`src/rtl/pwmpre_pkg.sv`:
```
package pwmpre_pkg;

   typedef enum logic [1:0] {
      CS_OFF   = 2'b00,
      CS_DIV1  = 2'b01,
      CS_DIV8  = 2'b10,
      CS_DIV16 = 2'b11
   } coarse_e;

   // terminal count of the coarse counter for each mode (ratio - 1)
   function automatic logic [3:0] coarse_last(input coarse_e sel);
      case (sel)
         CS_DIV8:  coarse_last = 4'd7;
         CS_DIV16: coarse_last = 4'd15;
         default:  coarse_last = 4'd0;
      endcase
   endfunction

endpackage

```
`src/rtl/pwmpre_coarse.sv`:
```
module pwmpre_coarse
   import pwmpre_pkg::*;
#(
   parameter int CRS_W = 4
) (
   input  logic    clk,
   input  logic    rst_n,
   input  logic    clr,
   input  coarse_e sel,
   output logic    cen
);
   generate
      if (CRS_W < 4) begin : g_bad_w
         $error("CRS_W must be at least 4 to reach divide-by-16");
      end
   endgenerate

   logic             on;
   logic [CRS_W-1:0] cnt;
   logic [CRS_W-1:0] last;

   assign on   = (sel != CS_OFF);
   assign last = CRS_W'(coarse_last(sel));

   always_ff @(posedge clk or negedge rst_n) begin
      if (!rst_n)             cnt <= '0;
      else if (clr || !on)    cnt <= '0;
      else if (cnt == last)   cnt <= '0;
      else                    cnt <= cnt + 1'b1;
   end

   assign cen = on && !clr && (cnt == last);

   AST_CEN_SPACED: assert property (@(posedge clk) disable iff (!rst_n)
      (cen && sel != CS_DIV1 && !clr) |=> !cen) else $error("coarse enable too dense");

endmodule

```
`src/rtl/pwmpre_fine.sv`:
```
module pwmpre_fine #(
   parameter int FINE_W = 4
) (
   input  logic              clk,
   input  logic              rst_n,
   input  logic              clr,
   input  logic              on,
   input  logic              cen,
   input  logic [FINE_W-1:0] fine,
   output logic              fen
);
   logic [FINE_W-1:0] cnt;

   always_ff @(posedge clk or negedge rst_n) begin
      if (!rst_n)           cnt <= '0;
      else if (clr || !on)  cnt <= '0;
      else if (cen) begin
         if (cnt == fine)   cnt <= '0;
         else               cnt <= cnt + 1'b1;
      end
   end

   assign fen = cen && (cnt == fine);

   AST_FEN_NEEDS_CEN: assert property (@(posedge clk) disable iff (!rst_n)
      fen |-> on) else $error("fine enable while off");

endmodule

```
`src/rtl/pwmpre_period.sv`:
```
module pwmpre_period #(
   parameter int CNT_W = 6
) (
   input  logic             clk,
   input  logic             rst_n,
   input  logic             clr,
   input  logic             on,
   input  logic             fen,
   input  logic [CNT_W-1:0] duty,
   output logic [CNT_W-1:0] step,
   output logic             period_start,
   output logic             pwm_out
);
   localparam logic [CNT_W-1:0] STEP_LAST = '1;

   always_ff @(posedge clk or negedge rst_n) begin
      if (!rst_n)           step <= '0;
      else if (clr || !on)  step <= '0;
      else if (fen)         step <= step + 1'b1;
   end

   assign period_start = fen && (step == STEP_LAST);
   assign pwm_out      = on && (step < duty);

   AST_OFF_QUIET: assert property (@(posedge clk) disable iff (!rst_n)
      !on |-> (!pwm_out && !period_start && step == '0)) else $error("activity while off");
   AST_START_PULSE: assert property (@(posedge clk) disable iff (!rst_n)
      period_start |=> !period_start) else $error("period_start wider than one cycle");
   AST_ZERO_DUTY: assert property (@(posedge clk) disable iff (!rst_n)
      (duty == '0) |-> !pwm_out) else $error("output high with zero duty");

endmodule

```
`src/rtl/pwm_clk_prescaler.sv`:
```
module pwm_clk_prescaler
   import pwmpre_pkg::*;
#(
   parameter int CTRL_W = 8,
   parameter int FINE_W = 4,
   parameter int CRS_W  = 4,
   parameter int CNT_W  = 6
) (
   input  logic              clk,
   input  logic              rst_n,
   input  logic              ctrl_wr,
   input  logic [CTRL_W-1:0] ctrl_wdata,
   output logic [CTRL_W-1:0] ctrl_rdata,
   input  logic              duty_wr,
   input  logic [CNT_W-1:0]  duty_wdata,
   input  logic              port_val,
   output logic              period_start,
   output logic              pwm_out,
   output logic              pin_override,
   output logic              pin_out
);
   localparam int CRS_LO = FINE_W;
   localparam int CRS_HI = FINE_W + 1;

   generate
      if (CTRL_W < FINE_W + 2) begin : g_bad_ctrl
         $error("CTRL_W too small for coarse and fine fields");
      end
      if (CNT_W < 2) begin : g_bad_cnt
         $error("CNT_W must be at least 2");
      end
   endgenerate

   coarse_e           coarse_q;
   logic [FINE_W-1:0] fine_q;
   logic [CNT_W-1:0]  duty_q;
   logic              on;
   logic              cen;
   logic              fen;
   logic [CNT_W-1:0]  step;

   always_ff @(posedge clk or negedge rst_n) begin
      if (!rst_n) begin
         coarse_q <= CS_OFF;
         fine_q   <= '0;
      end else if (ctrl_wr) begin
         coarse_q <= coarse_e'(ctrl_wdata[CRS_HI:CRS_LO]);
         fine_q   <= ctrl_wdata[FINE_W-1:0];
      end
   end

   always_ff @(posedge clk or negedge rst_n) begin
      if (!rst_n)       duty_q <= '0;
      else if (duty_wr) duty_q <= duty_wdata;
   end

   always_comb begin
      ctrl_rdata               = '0;
      ctrl_rdata[CRS_HI:CRS_LO] = coarse_q;
      ctrl_rdata[FINE_W-1:0]   = fine_q;
   end

   assign on           = (coarse_q != CS_OFF);
   assign pin_override = on;
   assign pin_out      = on ? pwm_out : port_val;

   pwmpre_coarse #(.CRS_W(CRS_W)) u_coarse (
      .clk (clk),
      .rst_n (rst_n),
      .clr (ctrl_wr),
      .sel (coarse_q),
      .cen (cen)
   );

   pwmpre_fine #(.FINE_W(FINE_W)) u_fine (
      .clk (clk),
      .rst_n (rst_n),
      .clr (ctrl_wr),
      .on (on),
      .cen (cen),
      .fine (fine_q),
      .fen (fen)
   );

   pwmpre_period #(.CNT_W(CNT_W)) u_period (
      .clk (clk),
      .rst_n (rst_n),
      .clr (ctrl_wr),
      .on (on),
      .fen (fen),
      .duty (duty_q),
      .step (step),
      .period_start (period_start),
      .pwm_out (pwm_out)
   );

   AST_WR_RESTART: assert property (@(posedge clk) disable iff (!rst_n)
      ctrl_wr |=> (step == '0 && !period_start)) else $error("write did not restart period");
   AST_PIN_OFF: assert property (@(posedge clk) disable iff (!rst_n)
      !pin_override |-> !pwm_out) else $error("pwm active without pin override");

endmodule

```
`config.mk`:
```
export PLATFORM = sky130hd
export DESIGN_NAME = pwm_clk_prescaler
export DESIGN_NICKNAME = d
export VERILOG_FILES = /design/src/rtl/pwmpre_pkg.sv /design/src/rtl/pwmpre_coarse.sv /design/src/rtl/pwmpre_fine.sv /design/src/rtl/pwmpre_period.sv /design/src/rtl/pwm_clk_prescaler.sv
export SDC_FILE = /design/constraint.sdc
export NUM_CORES = 1
export LEC_CHECK = 0
export BUFFER_PORTS_ARGS = -buffer_cell sky130_fd_sc_hd__buf_2
export CAP_MARGIN = 25
export CORE_UTILIZATION = 55
export CTS_BUF_LIST = sky130_fd_sc_hd__clkbuf_16
export DETAILED_ROUTE_END_ITERATION = 8
export PLACE_DENSITY = 0.81
export SLEW_MARGIN = 20
export SYNTH_ARGS = -nofsm -noshare
export SYNTH_HDL_FRONTEND = slang
export SYNTH_SLANG_ARGS = --single-unit
```
`constraint.sdc`:
```
create_clock -name clk -period 3.61 [get_ports clk]
set_clock_uncertainty 0.05 [all_clocks]
set_input_delay 0.361 -clock clk [delete_from_list [all_inputs] [get_ports clk]]
set_output_delay 0.361 -clock clk [all_outputs]
set_load 0.02 [all_outputs]
```
# [Yosys cells after proc, flatten, opt, wreduce, memory -nomap -nowiden]
# Index checks and enable logic that the tools add are counted.
[op_classes] add_sub_neg=3 mul=0 div=0 order_cmp=1 n_eq_ne=5 shifts=0 n_mux=9 bitwise_logic=0 reduce_logical=11
[ops] cell="2-to-1 mux 4 bit" count=5
[ops] cell="2-to-1 mux 6 bit" count=2
[ops] cell="adder 4 x 1 -> 4 bit (second input constant)" count=2
[ops] cell="equality test 4 bit" count=2
[ops] cell="one-hot mux 4 bit (2 select lines)" count=1
[ops] cell="adder 6 x 1 -> 6 bit (second input constant)" count=1
[ops] cell="equality test 6 bit (second input constant)" count=1
[ops] cell="< comparator 6 bit" count=1
[ops] cell="nonzero test 2 bit" count=3
[ops] cell="logical AND 1 bit" count=5
[ops] cell="equality test 2 bit (second input constant)" count=2
[ops] cell="zero test 1 bit" count=2
[ops] cell="logical OR 1 bit" count=1
[ops] cell="2-to-1 mux 1 bit" count=1
[word_totals] ff_bits=26 latchBits=0 ramBits=0 romBits=0 input_bits=19 out_inout_bits=12 wordCells=35 memories=0

# [Logic depth before layout (Yosys ltp)]
[depth] ltp_word=7 mapped_depth=6 mapped_depth_nobuf=6

# [Modules after synthesis]
# From an unflattened synthesis, not the netlist that was laid out.
[unflattened] cells_unflattened=125 hier_area_um2=1400.1
[by_module_without_submodules] module="pwm_clk_prescaler" n_inst=1 cells_each=31 area_per_inst_um2=488.0 seq_area_each_um2=300.3
[by_module_without_submodules] module="pwmpre_period" n_inst=1 cells_each=46 area_per_inst_um2=412.9 seq_area_each_um2=150.1
[by_module_without_submodules] module="pwmpre_fine" n_inst=1 cells_each=29 area_per_inst_um2=291.5 seq_area_each_um2=100.1
[by_module_without_submodules] module="pwmpre_coarse" n_inst=1 cells_each=19 area_per_inst_um2=207.7 seq_area_each_um2=100.1

# [Least setup slack after synthesis]
# OpenSTA, ideal clock, no wires.
[synth_timing] path_kind="reg-to-output" startpoint="register u_coarse.cnt[2]" endpoint="output port period_start" t_arrival_ps=2009 required_ps=3199 path_slack_ps=1190 stages_incl_launch_ff=5 n_path_buf=0 cell_sequence="dfrtp_1 -> or4_4 -> o22ai_2 -> nand2_2 -> nor4_1"
[synth_between] elab_chain_cells=4
[synth_lines] item="start, declared" line_no="pwmpre_coarse.sv:19" text="logic [CRS_W-1:0] cnt;"
[synth_lines] item="start signal, assigned" line_no="pwmpre_coarse.sv:29" text="else cnt <= cnt + 1'b1;"
[synth_lines] item="equality test 4 bit" line_no="pwmpre_coarse.sv:32" text="assign cen = on && !clr && (cnt == last);"
[synth_lines] item="logical AND 1 bit" line_no="pwmpre_coarse.sv:32"
[synth_lines] item="logical AND 1 bit" line_no="pwmpre_fine.sv:23" text="assign fen = cen && (cnt == fine);"
[synth_lines] item="logical AND 1 bit" line_no="pwmpre_period.sv:22" text="assign period_start = fen && (step == STEP_LAST);"
[synth_lines] item="end, declared" line_no="pwm_clk_prescaler.sv:17" text="output logic period_start,"
# Every way passes these cells.

# [Final worst setup path]
# Same ends and word-level chain as after synthesis.

==> out/metrics.yaml <==
clock-sinks: 26
cts-root-buf: "clkbuf_16"
via_count: 1048
final_util_pct: 70.4
muxShareOfSynthArea_pct: 6.53
grt_max_degree: 27
synth_common_cells: "26 x dfrtp_1, 15 x nor2_1, 11 x nand2_1, 10 x xor2_1"
cts_setup_buffers: 0
syn_inst: 131
ys_ff_latch: 26
syn_area_um2: 1360
max-vdd-ir-drop_uv: 389
portBuffers: 26
io_pins: 31
synth_compound_area_share_pct: 9.93
cts_tree: "built"
cts_resized: 0
final.setup.worst_slack_ps: 1030
p_int_w: 0.000577
crit_arrival_ps: 2170
fp-row-count: 17
status: "finished clean"
dieHeight_um: 51.8
ys_seq_area_share_pct: 47.8
clk_pin_slew_worst_paths_ps: 60
min_path_type: "input port to asynchronous set/reset pin"
ctsHoldBuffers: 0
worst_pin_slew_ps: 844
syn_to_final_growth_pct: 17.6
drv_slew: 0
cts_buffers: 3
clkLatencyLatePin_ps: 260
fin_crit_sh_pct: 71.6
drive_gt1_share_pct: 26.8
remaining_drc_errors: 0
antenna_found_initial: 0
slew_headroom_pct: 43.6
hold_slack_ps: 48.4
max_freq_ghz: 0.387
synthSimpleGateAreaFrac_pct: 16.9
path_max_fanout: 5
drt_pre_antenna_iters: 6
clkPwrFrac_pct: 41.6
switching_share_pct: 24.6
avgSynthCellArea_um2: 10.4
critPathLaunchType: "register"
synth.top_cells.by_area: "dfrtp_1 48%, ha_1 7.4%, xor2_1 6.4%, mux2_2 5.8%, nor2_1 4.1%"
p_comb_share_pct: 15.7
crit_family: "simple AND/OR/NAND/NOR gates"
dpl.hpwl_um: 1840
endpoint_kind: "output port"
yosysTopAreaCell: "dfrtp_1"
p_leak_nw: 0.788
power_density_nw_per_um2: 478
synth_fa_ha_area_share_pct: 7.35
cp_slowest_stage_delay_ps: 550
synth-main-ff-cell: "dfrtp_1"
total_power_w: 0.000766
cts_buffer_depth: 2
cp_slowest_cell: "or4_4"
asyncSetResetFlopFracSynth_pct: 100
hold_viol_final: 0
grt_pass1_vias: 1033
r2r_cells: 5
sequentialPowerShare_pct: 42.7
setup_viol: 0
cp_num_buf_inv: 1
nets: 185
synth_enable_flop_cells: 0
gp_congestion: 0.715
switchingPower_w: 0.000188
synth_top_family_by_area: "simple AND/OR/NAND/NOR gates"
drtIter0Drc: 17
finalWirelength_um: 2680
initial_utilization_pct: 59.8
wl_per_cell_um: 14.5
cp_cell_sequence: "or4_4, o22ai_2, nand2_2, nor4_1, buf_2"
grt_pass1_wl_um: 4610
tns_ps: 0
place_ws_ps: 1270
synth_xor_area_share_pct: 7.08
die-area_um2: 2680
nFillCells: 165
htreeDepth: 1
overflow: 0
die_x_um: 51.8
grt_util_all_layers_pct: 23.8
crit_required_ps: 3200
synth_warnings: 0
rsz0062_at_grt: "false"
post-route-min-period_ps: 2580
coreArea_um2: 2280
synthDominantCellAreaShare_pct: 47.8
yosysUniqueCellTypes: 35
critPathKind: "register to output port"
synth_most_common_cell: "dfrtp_1"
drtAntennaViolNets: 0
viasPerCell: 5.66
drv_cap: 0
crit_cells: 5
diodes: 0
==> per-stage QoR <==
step	instance area (um2)	cells
2_1_floorplan	1370	132
3_3_place_gp	1500	181
3_5_place_dp	1500	181
4_1_cts	1600	185
5_1_grt	1600	185
6_report	1600	185
==> per-layer routing <==
| layer | GRT usage, % | vias up | part of all wire [%] |
|---|---|---|---|
| met3 | 2.63 | 2 | 3.3 |
| met1 | 29.4 | 516 | 42 |
| li1 | - | 500 | - |
| met2 | 43.1 | 30 | 54 |
| met4 | 7.21 | 0 | 0.52 |
| met5 | 0 | - | 0 |
==> area by class of cell <==
type                            count  area (um2)  share of cell area [%]
Multi-Input combinational cell     95         658                    41.1
Sequential cell                    26         651                    40.6
Timing Repair Buffer               26         130                    8.12
Clock buffer                        3        75.1                    4.69
Tap cell                           28        35.0                    2.19
Clock inverter                      1        30.0                    1.87
Inverter                            6        22.5                    1.41
==> cells in the final DEF, fill, tap and decap left out, drive strengths merged, types with 2 or more instances in the layout <==
master	count
o21ai	8
nand2	12
a211oi	2
buf	26
or4	2
nor4	2
ha	8
xor2	10
clkbuf	3
nand4	2
dfrtp	26
a21oi	4
nand3	6
conb	2
and2	2
mux2	7
inv	6
nor2	15
==> flip-flops by register name (all words and copies together), names as in the netlist <==
name,count
u_fine.cnt,4
coarse_q,2
duty_q,6
u_period.step,6
u_coarse.cnt,4
fine_q,4
==> power by group through the flow <==
| stage | Combinational (W) | Sequential [W] | Clock (W) |
|---|---|---|---|
| global placement | 0.000115 | 0.000330 | 0 |
| global route | 0.000133 | 0.000330 | 0.000337 |
| floorplan | 0.0000766 | 0.000337 | 0 |
| finish | 0.000120 | 0.000327 | 0.000319 |
| CTS | 0.000121 | 0.000327 | 0.000325 |
| detailed placement | 0.000119 | 0.000332 | 0 |
==> final timing paths <==
| check | from | end | slack, ps |
|---|---|---|---|
| max in group asynchronous | rst_n | duty_q[0]$_DFFE_PN0P_ | 3080 |
| max | u_coarse.cnt[2]$_DFF_PN0_ | period_start | 1030 |
| max reg2reg | u_coarse.cnt[2]$_DFF_PN0_ | u_period.step[4]$_DFFE_PN0P_ | 1490 |
| min | rst_n | duty_q[5]$_DFFE_PN0P_ | 50 |
| min in group clk | duty_wdata[1] | duty_q[1]$_DFFE_PN0P_ | 260 |
| min reg2reg | duty_q[0]$_DFFE_PN0P_ | duty_q[0]$_DFFE_PN0P_ | 460 |
==> kinds of logic (layout without fill, tap and decap cells) <==
kind of cell	count (synthesis)	after routing
AND/OR/NAND/NOR	45	45
flip-flops	26	26
AO/OA/AOI/OAI	21	21
XOR/XNOR	11	11
buffers and inverters	11	36
adder cells (fa/ha/maj)	8	8
multiplexers	8	8
other	1	2
Note: power is estimated with default switching activity, not from simulation.
